[src/rtl/scope_raster_pkg.sv]
package scope_raster_pkg;
   typedef enum logic [1:0] {
      PH_WAIT   = 2'd0,
      PH_SKIP   = 2'd1,
      PH_ACTIVE = 2'd2
   } raster_phase_t;

   function automatic int unsigned bits_for(input int unsigned n);
      return (n < 2) ? 1 : $clog2(n + 1);
   endfunction
endpackage

[src/rtl/scope_line_seq.sv]
module scope_line_seq
   import scope_raster_pkg::*;
#(
   parameter int unsigned SKIP_LINES = 16,
   parameter int unsigned LINE_W     = 8
) (
   input  logic              clk,
   input  logic              rst,
   input  logic              blank_pulse,
   input  logic              frame_sync,
   output logic              active,
   output logic [LINE_W-1:0] line_idx
);
   localparam int unsigned SKIP_W = bits_for(SKIP_LINES);
   localparam logic [SKIP_W-1:0] SKIP_LAST = SKIP_W'(SKIP_LINES - 1);
   localparam logic [LINE_W-1:0] LINE_LAST = {LINE_W{1'b1}};

   raster_phase_t     phase_q;
   logic [SKIP_W-1:0] skip_q;
   logic [LINE_W-1:0] line_q;

   always_ff @(posedge clk) begin
      if (rst) begin
         phase_q <= PH_WAIT;
         skip_q  <= '0;
         line_q  <= '0;
      end else if (frame_sync) begin
         phase_q <= PH_SKIP;
         skip_q  <= '0;
         line_q  <= '0;
      end else if (blank_pulse) begin
         unique case (phase_q)
            PH_SKIP: begin
               if (skip_q == SKIP_LAST) begin
                  phase_q <= PH_ACTIVE;
                  line_q  <= '0;
               end else begin
                  skip_q <= skip_q + 1'b1;
               end
            end
            PH_ACTIVE: begin
               if (line_q == LINE_LAST) begin
                  phase_q <= PH_WAIT;
                  line_q  <= '0;
               end else begin
                  line_q <= line_q + 1'b1;
               end
            end
            default: ;
         endcase
      end
   end

   assign active   = (phase_q == PH_ACTIVE);
   assign line_idx = line_q;

   // the window only opens on a blanking strobe, never on frame sync
   a_r1_enter_on_blank: assert property (@(posedge clk) disable iff (rst)
      $rose(active) |-> ($past(blank_pulse) && !$past(frame_sync)));

   // frame sync always closes the window in the next clock
   a_r4_sync_closes: assert property (@(posedge clk) disable iff (rst)
      frame_sync |=> !active);

   // without a strobe the line index does not move
   a_r2_line_hold: assert property (@(posedge clk) disable iff (rst)
      (active && !blank_pulse && !frame_sync) |=> (active && $stable(line_idx)));
endmodule

[src/rtl/scope_pix_cnt.sv]
module scope_pix_cnt #(
   parameter int unsigned PIX_W = 8
) (
   input  logic             clk,
   input  logic             rst,
   input  logic             active,
   input  logic             blank_pulse,
   input  logic             frame_sync,
   output logic [PIX_W-1:0] pix_idx
);
   localparam logic [PIX_W-1:0] PIX_MAX = {PIX_W{1'b1}};

   logic [PIX_W-1:0] pix_q;

   always_ff @(posedge clk) begin
      if (rst || frame_sync || !active || blank_pulse) begin
         pix_q <= '0;
      end else if (pix_q != PIX_MAX) begin
         pix_q <= pix_q + 1'b1;
      end
   end

   assign pix_idx = pix_q;

   // count stays at zero outside the window
   a_r3_idle_zero: assert property (@(posedge clk) disable iff (rst)
      !active |-> (pix_idx == '0));

   // a blanking strobe inside the window restarts the line
   a_r3_clear_on_blank: assert property (@(posedge clk) disable iff (rst)
      (active && blank_pulse) |=> (pix_idx == '0));

   // the count saturates at its top value
   a_r3_hold_max: assert property (@(posedge clk) disable iff (rst)
      (active && !blank_pulse && !frame_sync && pix_idx == PIX_MAX) |=> (pix_idx == PIX_MAX));
endmodule

[src/rtl/scope_px_stage.sv]
module scope_px_stage #(
   parameter int unsigned LINE_W    = 8,
   parameter int unsigned PIX_W     = 8,
   parameter int unsigned SAMPLE_W  = 8,
   parameter int unsigned GRID_BITS = 5
) (
   input  logic                clk,
   input  logic                rst,
   input  logic                active,
   input  logic [LINE_W-1:0]   line_idx,
   input  logic [PIX_W-1:0]    pix_idx,
   input  logic [SAMPLE_W-1:0] rdata,
   output logic                trace_px,
   output logic                grat_px,
   output logic                area_px
);
   logic              act1;
   logic [LINE_W-1:0] line1;
   logic [PIX_W-1:0]  pix1;
   logic              grid_hit;
   logic              trace_hit;

   // address stage: hold coordinates while the memory answers
   always_ff @(posedge clk) begin
      if (rst) begin
         act1  <= 1'b0;
         line1 <= '0;
         pix1  <= '0;
      end else begin
         act1  <= active;
         line1 <= line_idx;
         pix1  <= pix_idx;
      end
   end

   generate
      if (GRID_BITS == 0) begin : g_no_grid
         assign grid_hit = 1'b0;
      end else begin : g_grid
         assign grid_hit = (line1[GRID_BITS-1:0] == '0) || (pix1[GRID_BITS-1:0] == '0);
      end
   endgenerate

   assign trace_hit = (rdata == line1);

   // compare stage: registered flags, gated by the window
   always_ff @(posedge clk) begin
      if (rst) begin
         trace_px <= 1'b0;
         grat_px  <= 1'b0;
         area_px  <= 1'b0;
      end else begin
         trace_px <= act1 && trace_hit;
         grat_px  <= act1 && grid_hit;
         area_px  <= act1;
      end
   end

   // no pixel flag outside the window
   a_r7_flags_need_area: assert property (@(posedge clk) disable iff (rst)
      (trace_px || grat_px) |-> area_px);

   // the first column of every active line is a grid pixel
   a_r6_first_column: assert property (@(posedge clk) disable iff (rst)
      (act1 && pix1 == '0) |=> grat_px);
endmodule

[src/rtl/scope_raster_gen.sv]
module scope_raster_gen #(
   parameter int unsigned SKIP_LINES = 16,
   parameter int unsigned LINE_W     = 8,
   parameter int unsigned PIX_W      = 8,
   parameter int unsigned SAMPLE_W   = 8,
   parameter int unsigned GRID_BITS  = 5
) (
   input  logic                clk,
   input  logic                rst,
   input  logic                blank_pulse,
   input  logic                frame_sync,
   input  logic [SAMPLE_W-1:0] mem_rdata,
   output logic [PIX_W-1:0]    mem_raddr,
   output logic                trace_px,
   output logic                grat_px,
   output logic                active_area
);
   localparam int unsigned MIN_W = (LINE_W < PIX_W) ? LINE_W : PIX_W;

   generate
      if (SKIP_LINES < 1) begin : g_bad_skip
         $error("SKIP_LINES must be at least 1");
      end
      if (SAMPLE_W != LINE_W) begin : g_bad_sample
         $error("SAMPLE_W must equal LINE_W for the vertical match");
      end
      if (GRID_BITS > MIN_W) begin : g_bad_grid
         $error("GRID_BITS exceeds the counter width");
      end
   endgenerate

   logic              active;
   logic [LINE_W-1:0] line_idx;
   logic [PIX_W-1:0]  pix_idx;

   scope_line_seq #(
      .SKIP_LINES (SKIP_LINES),
      .LINE_W     (LINE_W)
   ) u_line (
      .clk         (clk),
      .rst         (rst),
      .blank_pulse (blank_pulse),
      .frame_sync  (frame_sync),
      .active      (active),
      .line_idx    (line_idx)
   );

   scope_pix_cnt #(
      .PIX_W (PIX_W)
   ) u_pix (
      .clk         (clk),
      .rst         (rst),
      .active      (active),
      .blank_pulse (blank_pulse),
      .frame_sync  (frame_sync),
      .pix_idx     (pix_idx)
   );

   scope_px_stage #(
      .LINE_W    (LINE_W),
      .PIX_W     (PIX_W),
      .SAMPLE_W  (SAMPLE_W),
      .GRID_BITS (GRID_BITS)
   ) u_px (
      .clk      (clk),
      .rst      (rst),
      .active   (active),
      .line_idx (line_idx),
      .pix_idx  (pix_idx),
      .rdata    (mem_rdata),
      .trace_px (trace_px),
      .grat_px  (grat_px),
      .area_px  (active_area)
   );

   assign mem_raddr = pix_idx;
endmodule

[config.mk]
export PLATFORM = sky130hd
export DESIGN_NAME = scope_raster_gen
export DESIGN_NICKNAME = d
export VERILOG_FILES = /design/src/rtl/scope_raster_pkg.sv /design/src/rtl/scope_line_seq.sv /design/src/rtl/scope_pix_cnt.sv /design/src/rtl/scope_px_stage.sv /design/src/rtl/scope_raster_gen.sv
export SDC_FILE = /design/constraint.sdc
export NUM_CORES = 1
export LEC_CHECK = 0
export BUFFER_PORTS_ARGS = -buffer_cell sky130_fd_sc_hd__buf_2
export CAP_MARGIN = 20
export CORE_MARGIN = 1.5
export CORE_UTILIZATION = 56
export CTS_CLUSTER_DIAMETER = 200
export DETAILED_ROUTE_END_ITERATION = 10
export MAX_ROUTING_LAYER = met4
export PLACE_DENSITY = 0.8
export SYNTH_ARGS = -nofsm -noshare
export SYNTH_HDL_FRONTEND = slang
export SYNTH_HIERARCHICAL = 1
export SYNTH_SLANG_ARGS = --single-unit
[constraint.sdc]
create_clock -name clk -period 1.8 [get_ports clk]
set_input_delay 0.36 -clock clk [delete_from_list [all_inputs] [get_ports clk]]
set_output_delay 0.36 -clock clk [all_outputs]
set_load 0.01 [all_outputs]
==> flow_metrics.py <==
metrics = {
    "status": {
        "status": "finished clean",
    },
    "timing": {
        "hold_slack_ns": 0.276,
        "maxClockFrequency_ghz": 0.564,
        "min_period_over_period_pct": 98.5,
        "slew-limit-headroom_pct": 63.6,
        "rsz0062_at_grt": "yes",
        "final.setup_skew_ns": 0.0174,
        "worst_pin_slew_ns": 0.539,
        "hold_viol_final": 0,
        "setup_viol": 0,
        "drv_slew": 0,
        "period_needed_ns": 1.77,
    },
    "cells_and_area": {
        "final_core_util_pct": 65.2,
        "nets": 224,
        "mostFrequentLayoutCells": "dfxtp_1, buf_2, nor2b_1, nor2_1, xnor2_1",
        "n_fill_cell": 248,
        "drive_gt1_share_pct": 21.3,
        "fin_area_sq_um": 1970,
        "n_antenna_cell": 0,
        "final_common_cell": "dfxtp_1",
        "synthToLayoutAreaGrowth_pct": 12.2,
        "layout.cells.non_filler": 251,
    },
    "yosys": {
        "syn_area_per_cell_sq_um": 9.72,
        "synth_cell_type_count": 45,
        "synth-simple-area-share_pct": 28.2,
        "syn-cell-area_sq_um": 1760,
        "synth_edf_count": 0,
        "syn_nets": 199,
        "postSynthCellCount": 181,
        "synthXorXnorAreaFrac_pct": 8.46,
        "synth_mux_area_share_pct": 2.35,
        "synth-compound-area-share_pct": 8.68,
        "synth_top_family_by_area": "simple AND/OR/NAND/NOR gates",
        "ys_seq_area_share_pct": 45.5,
        "yosys_register_bits": 40,
        "synth_flop_cell": "dfxtp_1",
        "synth-warning-count": 6,
        "synth_adder_area_share_pct": 4.27,
        "async_reset_ff_share_pct": 0,
    },
    "clocking": {
        "cts_buffers": 5,
        "clockRootBuffer": "clkbuf_4",
        "cts.sinks": 40,
        "cts_tree": "done",
        "clockBufferDepth": 2,
        "path_clk_slew_ns": 0.11,
        "htreeDepth": 2,
        "insertion_delay_ns": 0.36,
        "cts_setup_buffers": 0,
    },
    "critical_path": {
        "arrival_ns": 2.02,
        "r2r_setup_slack_ns": 0.03,
        "worst-setup-path-type": "flip-flop to flip-flop",
        "cp-start-kind": "flip-flop",
        "r2r_cells": 7,
        "required_ns": 2.05,
        "critPathCaptureType": "flip-flop",
        "crit_fanout": 4,
        "r2r_start": "u_line/skip_q[0]",
        "timing.rr.end": "u_line/line_idx[5]",
    },
    "place": {
        "placed_area_sq_um": 1900,
        "dp.cells": 243,
        "globalplace.congestion": 0.797,
        "hpwl_um": 2360,
        "numPortBuffers": 22,
    },
    "pwr": {
        "p_comb_share_pct": 5.1,
        "p_switching_uw": 343,
        "ir_drop_mv": 0.407,
        "p_clk_share_pct": 31.8,
        "swShare_pct": 24.3,
        "finalPower_mw": 1.42,
        "p_leak_nw": 0.755,
        "p_int_mw": 1.07,
        "p_seq_share_pct": 63.1,
        "powerDensity_nw_per_um2": 717,
    },
    "floorplan": {
        "die_x_um": 59.1,
        "die_area_sq_um": 3490,
        "coreArea_sq_um": 3030,
        "die_y_um": 59.1,
        "initial_core_util_pct": 58.1,
        "row_count": 20,
        "io_pins": 23,
    },
    "run": {
        "max_cap_viol_count": 0,
    },
    "route": {
        "viasPerCell": 5.62,
        "wl_per_cell_um": 12.9,
        "first_iter_violations": 56,
        "drc_errors": 0,
        "ant_nets": 0,
        "vias": 1410,
        "postRouteWirelength_um": 3250,
        "first_pass_iters": 4,
    },
    "min_path": {
        "holdCritPathClass": "input pin to flip-flop",
        "min_path_cells": 4,
        "worstHoldStart": "mem_rdata[1]",
        "min_to": "u_px/trace_px",
    },
    "grt": {
        "antenna_found_initial": 0,
        "grt_overflow": 0,
        "grt_pass1_vias": 1267,
        "grt_pass1_wl_um": 5320,
        "grt_max_degree": 17,
        "grt_usage_pct": 20.8,
    },
}
## power groups by stage
stage | logic (mW) | registers, mW | clock network, mW
final | 0.0722 | 0.893 | 0.451
after global routing | 0.0786 | 0.894 | 0.502
after floorplan | 0.0412 | 0.912 | 0
after CTS | 0.0696 | 0.893 | 0.463
after global placement | 0.0657 | 0.912 | 0
after detailed placement | 0.0692 | 0.913 | 0
## final cells by class
cell class | instances | area (sq um) | area share [%]
Multi-Input combinational cell | 132 | 928 | 47.0
Clock buffer | 5 | 37.5 | 1.90
Sequential cell | 40 | 802 | 40.6
Clock inverter | 3 | 18.8 | 0.951
Timing Repair Buffer | 23 | 118 | 5.96
Tap cell | 44 | 55.1 | 2.79
Inverter | 4 | 15.0 | 0.760
## routing by layer
layer | vias to the layer above | wire length, um | track usage, %
met5 | - | 0 | -
met3 | 7 | 197 | 4.80
met1 | 671 | 1440 | 24.2
met2 | 47 | 1550 | 33.3
li1 | 685 | - | -
met4 | 0 | 57 | 10.7
## how the worst max path moves through the flow
stage | from | slack [ns] | cells after the start | end
2_1_floorplan | u_line/skip_q[0] | 0.17 | 8 | u_line/skip_q[3]
3_3_place_gp | u_line/skip_q[0] | 0.14 | 7 | u_line/skip_q[3]
3_5_place_dp | u_line/skip_q[0] | 0.008 | 7 | u_line/skip_q[3]
4_1_cts | u_line/skip_q[0] | 0.0009 | 7 | u_line/skip_q[3]
5_1_grt | u_line/skip_q[0] | -0.02 | 7 | u_line/line_idx[5]
6_report | u_line/skip_q[0] | 0.03 | 7 | u_line/line_idx[5]
## critical path, cell delays in order, from the launching register on
cell and delay (ns):
dfxtp_2 0.36, ha_1 0.20, and3_1 0.18, ha_1 0.21
mux2i_1 0.36, nor3_1 0.14, xnor2_1 0.17, nor2_1 0.05
## Yosys cell counts, types with 2 or more instances
cell      count  area share (%)
dfxtp_1      40              46
nor2b_1      15             5.3
nor2_1       13             2.8
xnor2_1      12             6.0
nand2_1      11             2.3
a21oi_1       7             2.0
ha_1          6             4.3
nand3_1       6             1.7
nand4_1       6             2.1
and3_1        5             1.8
xor2_1        5             2.5
inv_1         4            0.85
nor3_1        4             1.1
nor3_2        4             2.3
and4_1        3             1.5
mux2i_1       3             1.7
a211oi_1      2            0.85
a31oi_1       2            0.71
and2_1        2            0.71
buf_2         2            0.57
clkbuf_1      2            0.43
nand2b_1      2            0.71
o21ai_0       2            0.57
or4_1         2            0.85
## metrics by stage
stage	TNS (ns)	worst slack (ns)
floorplan	0	0.172
global placement	0	0.136
detailed placement	0	0.00807
CTS	0	0.000907
global route	-0.0297	-0.0185
finish	0	0.0266
## state kept, by name, indices dropped and copies added (netlist names)
register / count
u_line/line_idx: 8
u_line/phase_q: 2
u_line/skip_q: 5
u_pix/pix_idx: 8
u_px/act1: 1
u_px/area_px: 1
u_px/grat_px: 1
u_px/line1: 8
u_px/pix1: 5
u_px/trace_px: 1
## cells by family after synthesis
kind of cell / Yosys count
AND/OR/NAND/NOR: 83
flip-flops: 40
AO/OA/AOI/OAI: 22
multiplexers: 4
XOR/XNOR: 17
adder cells (fa/ha/maj): 6
buffers and inverters: 9
## what timing repair did
item | CTS | global route
hold buffers | 0 | 0
resized for setup | 0 | 4
setup endpoints to repair | 0 | 11
(Power assumes the default switching activity.)
